File: config.mk
export PLATFORM = sky130hd
export DESIGN_NAME = synth_cmd_rx
export DESIGN_NICKNAME = d
export VERILOG_FILES = /design/src/rtl/synth_cmd_pkg.sv /design/src/rtl/ser_sync.sv /design/src/rtl/ser_shift.sv /design/src/rtl/cmd_route.sv /design/src/rtl/freq_calc.sv /design/src/rtl/synth_cmd_rx.sv
export SDC_FILE = /design/constraint.sdc
export NUM_CORES = 2
export LEC_CHECK = 0
export CAP_MARGIN = 30
export CORE_MARGIN = 4
export CORE_UTILIZATION = 55
export DETAILED_ROUTE_END_ITERATION = 8
export MAX_ROUTING_LAYER = met4
export PLACE_DENSITY = 0.75
export SYNTH_ARGS = -nofsm -noshare
export SYNTH_HDL_FRONTEND = slang
export SYNTH_SLANG_ARGS = --single-unit
File: constraint.sdc
create_clock -name clk -period 10.2 [get_ports clk]
set_input_delay 2.04 -clock clk [delete_from_list [all_inputs] [get_ports clk]]
set_output_delay 2.04 -clock clk [all_outputs]
set_load 0.02 [all_outputs]
File: src/rtl/synth_cmd_pkg.sv
package synth_cmd_pkg;
    localparam int WORD_W = 32;
    localparam int FUNC_W = 4;
    localparam int MULT_W = 4;
    localparam int PAY_W  = 24;
    localparam int NREG   = 5;
    localparam int FREQ_W = 2 * PAY_W + 1;
    localparam int CNT_W  = $clog2(WORD_W + 2);
    localparam logic [CNT_W-1:0] CNT_FULL = CNT_W'(WORD_W);
    localparam logic [CNT_W-1:0] CNT_SAT  = CNT_W'(WORD_W + 1);

    typedef enum logic [FUNC_W-1:0] {
        FN_START = 4'd0,
        FN_STOP  = 4'd1,
        FN_STEP  = 4'd2,
        FN_REF   = 4'd3,
        FN_CHAN  = 4'd4
    } func_e;

    typedef struct packed {
        logic [FUNC_W-1:0] func;
        logic [MULT_W-1:0] mult;
        logic [PAY_W-1:0]  pay;
    } cmd_t;

    function automatic logic code_known(input logic [FUNC_W-1:0] f);
        return f < FUNC_W'(NREG);
    endfunction

    function automatic logic [FREQ_W-1:0] calc_freq(
        input logic [PAY_W-1:0] base,
        input logic [PAY_W-1:0] chan,
        input logic [PAY_W-1:0] step
    );
        logic [FREQ_W-1:0] prod;
        prod = FREQ_W'(chan) * FREQ_W'(step);
        return prod + FREQ_W'(base);
    endfunction
endpackage

File: src/rtl/ser_sync.sv
module ser_sync #(
    parameter int STAGES = 2
) (
    input  logic clk,
    input  logic rst,
    input  logic sclk_a,
    input  logic csn_a,
    input  logic din_a,
    output logic sclk_rise,
    output logic cs_low,
    output logic cs_rise,
    output logic din_s
);
    localparam int NLINE = 3;

    logic [NLINE-1:0] stage_q [STAGES];
    logic [NLINE-1:0] last_q;
    logic [NLINE-1:0] now_s;

    genvar g;
    generate
        for (g = 0; g < STAGES; g++) begin : g_stage
            always_ff @(posedge clk) begin
                if (rst) begin
                    stage_q[g] <= 3'b010;
                end else if (g == 0) begin
                    stage_q[g] <= {din_a, csn_a, sclk_a};
                end else begin
                    stage_q[g] <= stage_q[g-1];
                end
            end
        end
    endgenerate

    assign now_s = stage_q[STAGES-1];

    always_ff @(posedge clk) begin
        if (rst) last_q <= 3'b010;
        else     last_q <= now_s;
    end

    assign sclk_rise = now_s[0] & ~last_q[0];
    assign cs_low    = ~now_s[1];
    assign cs_rise   = now_s[1] & ~last_q[1];
    assign din_s     = now_s[2];
endmodule

File: src/rtl/ser_shift.sv
module ser_shift
    import synth_cmd_pkg::*;
(
    input  logic clk,
    input  logic rst,
    input  logic sclk_rise,
    input  logic cs_low,
    input  logic cs_rise,
    input  logic din,
    output logic frame_vld,
    output cmd_t frame
);
    logic [WORD_W-1:0] shreg;
    logic [CNT_W-1:0]  cnt;

    always_ff @(posedge clk) begin
        if (rst) begin
            shreg     <= '0;
            cnt       <= '0;
            frame_vld <= 1'b0;
            frame     <= '0;
        end else begin
            frame_vld <= cs_rise && (cnt == CNT_FULL);
            if (cs_rise) frame <= cmd_t'(shreg);
            if (!cs_low) begin
                cnt <= '0;
            end else if (sclk_rise) begin
                shreg <= {shreg[WORD_W-2:0], din};
                if (cnt != CNT_SAT) cnt <= cnt + 1'b1;
            end
        end
    end

    AST_CNT_BOUND: assert property (@(posedge clk) disable iff (rst)
        cnt <= CNT_SAT);
    AST_NO_SHIFT_CS_HIGH: assert property (@(posedge clk) disable iff (rst)
        !cs_low |=> $stable(shreg));
endmodule

File: src/rtl/cmd_route.sv
module cmd_route
    import synth_cmd_pkg::*;
#(
    parameter logic [PAY_W-1:0] START_INIT = 24'h100000,
    parameter logic [PAY_W-1:0] STOP_INIT  = 24'h200000,
    parameter logic [PAY_W-1:0] STEP_INIT  = 24'h000010,
    parameter logic [PAY_W-1:0] REF_INIT   = 24'h00A000,
    parameter logic [PAY_W-1:0] CHAN_INIT  = 24'h000000
) (
    input  logic                     clk,
    input  logic                     rst,
    input  logic                     frame_vld,
    input  cmd_t                     frame,
    output logic [NREG*PAY_W-1:0]    regs_flat,
    output logic [NREG*MULT_W-1:0]   mult_flat,
    output logic                     upd
);
    localparam logic [NREG*PAY_W-1:0] PRESETS =
        {CHAN_INIT, REF_INIT, STEP_INIT, STOP_INIT, START_INIT};

    logic hit;
    assign hit = frame_vld && code_known(frame.func);

    genvar g;
    generate
        for (g = 0; g < NREG; g++) begin : g_reg
            always_ff @(posedge clk) begin
                if (rst) begin
                    regs_flat[g*PAY_W +: PAY_W]   <= PRESETS[g*PAY_W +: PAY_W];
                    mult_flat[g*MULT_W +: MULT_W] <= '0;
                end else if (hit && frame.func == FUNC_W'(g)) begin
                    regs_flat[g*PAY_W +: PAY_W]   <= frame.pay;
                    mult_flat[g*MULT_W +: MULT_W] <= frame.mult;
                end
            end
        end
    endgenerate

    always_ff @(posedge clk) begin
        if (rst) upd <= 1'b0;
        else     upd <= hit;
    end

    AST_STROBE_PULSE: assert property (@(posedge clk) disable iff (rst)
        upd |=> !upd);
    AST_IGNORE_CODE: assert property (@(posedge clk) disable iff (rst)
        (frame_vld && !code_known(frame.func)) |=> !upd);
    AST_HOLD_IDLE: assert property (@(posedge clk) disable iff (rst)
        !frame_vld |=> $stable(regs_flat));
endmodule

File: src/rtl/freq_calc.sv
module freq_calc
    import synth_cmd_pkg::*;
(
    input  logic              clk,
    input  logic              rst,
    input  logic [PAY_W-1:0]  base,
    input  logic [PAY_W-1:0]  chan,
    input  logic [PAY_W-1:0]  step,
    output logic [FREQ_W-1:0] freq
);
    always_ff @(posedge clk) begin
        if (rst) freq <= '0;
        else     freq <= calc_freq(base, chan, step);
    end
endmodule

File: src/rtl/synth_cmd_rx.sv
module synth_cmd_rx
    import synth_cmd_pkg::*;
#(
    parameter int               SYNC_STAGES = 2,
    parameter logic [23:0]      START_INIT  = 24'h100000,
    parameter logic [23:0]      STOP_INIT   = 24'h200000,
    parameter logic [23:0]      STEP_INIT   = 24'h000010,
    parameter logic [23:0]      REF_INIT    = 24'h00A000,
    parameter logic [23:0]      CHAN_INIT   = 24'h000000
) (
    input  logic        clk,
    input  logic        rst,
    input  logic        ser_clk,
    input  logic        ser_csn,
    input  logic        ser_din,
    output logic [23:0] start_o,
    output logic [23:0] stop_o,
    output logic [23:0] step_o,
    output logic [23:0] ref_o,
    output logic [23:0] chan_o,
    output logic [19:0] mult_o,
    output logic        upd_o,
    output logic [48:0] freq_o
);
    logic sclk_rise, cs_low, cs_rise, din_s;
    logic frame_vld;
    cmd_t frame;
    logic [NREG*PAY_W-1:0]  regs_flat;
    logic [NREG*MULT_W-1:0] mult_flat;

    ser_sync #(.STAGES(SYNC_STAGES)) u_sync (
        .clk(clk), .rst(rst),
        .sclk_a(ser_clk), .csn_a(ser_csn), .din_a(ser_din),
        .sclk_rise(sclk_rise), .cs_low(cs_low), .cs_rise(cs_rise), .din_s(din_s)
    );

    ser_shift u_shift (
        .clk(clk), .rst(rst),
        .sclk_rise(sclk_rise), .cs_low(cs_low), .cs_rise(cs_rise), .din(din_s),
        .frame_vld(frame_vld), .frame(frame)
    );

    cmd_route #(
        .START_INIT(START_INIT), .STOP_INIT(STOP_INIT), .STEP_INIT(STEP_INIT),
        .REF_INIT(REF_INIT), .CHAN_INIT(CHAN_INIT)
    ) u_route (
        .clk(clk), .rst(rst),
        .frame_vld(frame_vld), .frame(frame),
        .regs_flat(regs_flat), .mult_flat(mult_flat), .upd(upd_o)
    );

    assign start_o = regs_flat[int'(FN_START)*PAY_W +: PAY_W];
    assign stop_o  = regs_flat[int'(FN_STOP)*PAY_W  +: PAY_W];
    assign step_o  = regs_flat[int'(FN_STEP)*PAY_W  +: PAY_W];
    assign ref_o   = regs_flat[int'(FN_REF)*PAY_W   +: PAY_W];
    assign chan_o  = regs_flat[int'(FN_CHAN)*PAY_W  +: PAY_W];
    assign mult_o  = mult_flat;

    freq_calc u_freq (
        .clk(clk), .rst(rst),
        .base(start_o), .chan(chan_o), .step(step_o),
        .freq(freq_o)
    );

    AST_FREQ_FOLLOWS_IDLE: assert property (@(posedge clk) disable iff (rst)
        ($stable(regs_flat) && $past(!rst)) |=> $stable(freq_o));
endmodule

* Yosys cells after proc, flatten, opt, wreduce, memory -nomap -nowiden
Memory sizes are Yosys's and may differ from the RTL's.
Cells that the tools add are included.
** Operators by class
- Order comparisons :: 1
- Multiply operators :: 1
- $add $sub $neg :: 2
- Bitwise operators :: 7
- Equality and inequality tests :: 6
- Reductions and logical operators :: 11
- Mux-type cells :: 5
** Operators by type and width (number)
- 48-bit by 24-bit adder with 49-bit output :: 1
- 24-bit by 24-bit multiplier with 48-bit output :: 1
- 4-bit by 2-bit equality test with 1-bit output (second input constant) :: 2
- 1-bit logical AND :: 7
- 6-bit by 1-bit adder with 6-bit output (second input constant) :: 1
- 6-bit equality test (second input constant) :: 1
- 3-bit 2-to-1 mux :: 2
- 6-bit != test (second input constant) :: 1
- 4-bit by 1-bit equality test with 1-bit output (second input constant) :: 1
- 4-bit by 3-bit equality test with 1-bit output (second input constant) :: 1
- 4-bit zero test :: 1
- 4-bit by 3-bit < comparator with 1-bit output (second input constant) :: 1
- 2-bit AND reduction :: 2
- 1-bit 2-to-1 mux :: 3
- 1-bit NOT :: 3
- 1-bit AND :: 2
- 1-bit bitwise OR :: 2
- 2-bit OR reduction :: 1
** Word-level totals
- Flip-flop bits (word level) :: 263
- Memories kept :: 1
- Output and inout bits :: 190
- Input bits :: 5
- Bits in writable memories :: 6
** Memories
- u_sync.stage_q :: depth 2, width 3, read ports 2, clocked after Yosys merged registers in 0, wr ports 2, line ser_sync.sv:16 : logic [NLINE-1:0] stage_q [STAGES];

* Logic depth before layout (Yosys ltp)
- Depth after elaboration :: 3
- Depth in mapped cells :: 28

* By module
From an unflattened synthesis, not the netlist that was laid out.
** Unflattened totals
- Cell total of the unflattened synthesis :: 3185
- Area total of the unflattened synthesis :: 29605.9 µm²
** By module, submodules not included
- freq_calc :: instances 1, cells an instance 2384, seq. area each 980.9 µm², area each 21241.6 µm²
- cmd_route :: instances 1, cells an instance 500, seq. area each 2822.7 µm², area each 5574.1 µm²
- ser_shift :: instances 1, cells an instance 282, seq. area each 1421.4 µm², area each 2563.7 µm²
- ser_sync :: instances 1, cells an instance 19, seq. area each 160.2 µm², area each 226.5 µm²

* Worst setup path after synthesis
No wires, ideal clock.
- Kind :: reg2reg
- Start :: register u_route.regs_flat[51]
- End :: register u_freq.freq[37]
- Setup slack :: 3.066 ns
- Arrival time :: 7.011 ns
- Cell stages (with the launch flop) :: 29
- Period minus slack after synthesis :: 7.134 ns
- Buffers on the path :: 3
- Cells stage by stage :: dfxtp_1 clkbuf_1 clkbuf_1 nand2_1 fa_1 inv_1 fa_1 inv_1 fa_1 inv_1 fa_1 inv_1 fa_1 inv_1 fa_1 inv_1 fa_1 inv_1 ha_1 buf_2 a21o_1 o21bai_1 a221o_1 a31oi_1 nand3_2 a41oi_2 o21bai_1 a21oi_1 mux2_1
** Between the ends
- Word-level cells in the longest chain between the ends :: 2
** Ends and longest elaborated chain
- start: declaration :: line cmd_route.sv:14 : output logic [NREG*PAY_W-1:0] regs_flat,
- start signal: indexed assignment :: line cmd_route.sv:29 : regs_flat[g*PAY_W +: PAY_W] <= PRESETS[g*PAY_W +: PAY_W];
- start signal: indexed assignment :: line cmd_route.sv:32 : regs_flat[g*PAY_W +: PAY_W] <= frame.pay;
- 24-bit by 24-bit multiplier with 48-bit output :: line synth_cmd_pkg.sv:36 : prod = FREQ_W'(chan) * FREQ_W'(step);
- 48-bit by 24-bit adder with 49-bit output :: line synth_cmd_pkg.sv:37 : return prod + FREQ_W'(base);
- end signal: assignment :: line freq_calc.sv:13 : else freq <= calc_freq(base, chan, step);
- end: declaration :: line freq_calc.sv:9 : output logic [FREQ_W-1:0] freq
No other way between the ends.
A chain may end at the register's enable or synchronous reset.

* Worst setup path in the final report
- Start :: register u_route.regs_flat[51]
- End :: register u_freq.freq[44]
The elaborated chain is that of the path after synthesis.

==> reports/results.ini <==
[setup_path]
path_buf_inv = 5
critPathKind = flop to flop
cpMostUsedCell = fa_1
crit_slowest_cell = dfxtp_1
critical_path_required_ns = 10.73
slowest_delay_ns = 0.95
cp-end-kind = flop
critPathTopFamily = adder cells
path_max_fanout = 26
worstPathArrival_ns = 8.74
startpoint_type = flop
rr_startpoint = u_route.regs_flat[51]
cp_cell_sequence = nand2_1, fa_1, inv_1, fa_1, inv_1, fa_1, fa_1, inv_1, fa_1, fa_1, inv_1, fa_1, inv_1, ha_1, a21oi_1, o21bai_1, a211oi_1, a21boi_0, nor3_1, or2_1, or3_1, nand3_1
timing.critical_path.from = u_route.regs_flat[51]

[clocking]
numCtsBuffers = 29
cts_root_buf = clkbuf_16
clock_latency_ns = 0.60
post-cts-setup-buffers = 0
cts_sinks = 269
clk_path_buf_depth = 3
htree_levels = 1
clk_pin_slew_ns = 0.07
cts_resized = 0
postCtsHoldBufs = 0
cts_tree = done

[final_layout]
layout.nets = 4132
syn_to_final_growth_pct = 12.3
final_cells = 4134
layout_common_cells = nand2_1, inv_1, fa_1
drive_above_1_share_pct = 3.53
final_cell_area_sq_mm = 0.0322
layout_commonest_cell = nand2_1

[global_route]
grt_max_degree = 133
grt_pass1_vias = 22900
grt_pass1_wl_mm = 125
track_usage_pct = 28.4
grt.overflow.total = 0
antenna_found_initial = 2

[yosys]
yosysWarnings = 0
async_flop_share_pct = 0
yosys.area.top_type_share_pct = 35.2
ys.flop_type = dfxtp_1
ys_top_cells_by_area = fa_1, dfxtp_1, nand2_1
yosys.cell_types.count = 59
syn_nets = 4047
synth_edf_count = 0
synth_top_area_cell = fa_1
netlist_instances = 3346
synth-seq-area-share_pct = 18.8
synthesis.area_sq_mm = 0.0287
synth-seq-cells = 269
synth_area_per_cell_sq_um = 8.58

[pwr]
powerDensity_mw_per_mm2 = 67.3
vdd_ir_drop_max_v = 0.000130
power.leakage_nw = 14.9
power.total_mw = 2.17

[floorplan]
die_area_sq_mm = 0.0559
die_y_microns = 237
coreArea_sq_mm = 0.0515
io_pins = 195
start_util_pct = 55.7
num_rows = 83
die_w_microns = 237

[timing]
timing.slew.headroom_pct = 28.3
final-hold-violation-count = 0
rsz0062_at_grt = false
post-route-period-util_pct = 80.5
fin_worst_hold_slack_ns = 0.424
setup_viol = 0
drv_slew = 0
finalSetupTns_ns = 0
fin_worst_skew_ns = 0.0211
max_freq_ghz = 0.122
worst_slew_pin_slew_ns = 1.07
fin_crit_ns = 8.22

[route]
first_pass_iters = 5
antenna_left = 0
finalWirelength_mm = 76.2
via_count = 22000
viasPerCell = 5.33
drc = 0
dr.first_iter.drc_count = 1453
post_drt_wl_per_cell_microns = 18.4

[place]
dp.cells = 4080
hpwl_mm = 58.8
gp_congestion = 0.952
port_buffers = 194
placed_area_sq_mm = 0.0312

[worst_hold_path]
min_path_type = flop to flop
hold_start = u_sync.stage_q[0][1]

[status]
outcome = finished, final reports clean

[flow_run]
drv_cap = 0

[synth_stat cells (all sizes together), types with 8 or more instances]
cell	n
nand3	20
xor2	19
a211oi	8
nor2	77
and2	284
nor3	13
a21o	27
inv	588
nor2b	14
nand2	741
a21oi	248
nand3b	8
fa	505
dfxtp	269
o21bai	13
o21ai	23
a31oi	11
clkbuf	185
ha	191
nand4	12
xnor2	22
[state kept, by name (all words and copies together), names as in the netlist]
register,count
u_route.regs_flat,120
u_freq.freq,49
u_shift.frame,32
u_shift.shreg,32
u_route.mult_flat,20
u_shift.cnt,6
u_sync.stage_q,6
u_sync.last_q,2
u_route.upd,1
u_shift.frame_vld,1
[area by class of cell]
cell class,count,area [sq um]
Antenna cell,2,5.00
Timing Repair Buffer,246,2380
Clock buffer,40,817
Clock inverter,12,169
Tap cell,680,851
Multi-Input combinational cell,2297,20400
Fill cell,4482,19300
Sequential cell,269,5390
Inverter,588,2210
[worst reg2reg max path, cell delays in order, from the launching register on]
cell,delay [ns]
dfxtp_1,0.95
nand2_1,0.20
fa_1,0.58
inv_1,0.05
fa_1,0.48
inv_1,0.07
fa_1,0.47
fa_1,0.59
inv_1,0.07
fa_1,0.50
fa_1,0.50
inv_1,0.05
fa_1,0.48
inv_1,0.04
ha_1,0.37
a21oi_1,0.29
o21bai_1,0.13
a211oi_1,0.59
a21boi_0,0.73
nor3_1,0.25
or2_1,0.34
or3_1,0.36
nand3_1,0.08
[report_power, final]
| group | internal, mW | switching [mW] |
|---|---|---|
| Combinational | 0.00466 | 0.0213 |
| Clock | 0.639 | 0.453 |
| Sequential | 1.05 | 0.000631 |
| Total | 1.70 | 0.475 |
[per-layer routing]
| metal | track usage (%) | wire (microns) | vias to the layer above |
|---|---|---|---|
| met5 | - | 0 | - |
| met4 | 6.62 | 1860 | 0 |
| met3 | 7.03 | 6900 | 104 |
| met2 | 44.5 | 35600 | 793 |
| met1 | 37.7 | 31800 | 10900 |
| li1 | - | - | 10200 |
[per-stage QoR]
stage                     util, %  setup slack, ns
final                        62.6             1.98
after global placement       60.5             2.02
after global routing         62.6             1.61
after CTS                    62.6             1.91
after floorplan                 -             3.07
after detailed placement     60.7             1.95
[cells by family after synthesis]
family                     Yosys count  share of synthesized area [%]
muxes                                3                          0.131
AOI/OAI and AO/OA                  357                           7.09
buffers and inverters              780                           10.2
and+or+nand+nor                   1200                           19.0
adders and majority gates          696                           43.5
DFF                                269                           18.8
xor gates and xnor gates            41                           1.25
[worst paths after layout]
path	endpoint	slack [ns]	cells past startpoint
worst max register to register	u_freq.freq[44]	1.98	22
worst min-delay path	u_sync.stage_q[1][1]	0.42	1
worst max-delay path	u_freq.freq[44]	1.98	22
worst min register to register	u_sync.stage_q[1][1]	0.42	1
(Power assumes the default switching activity.)
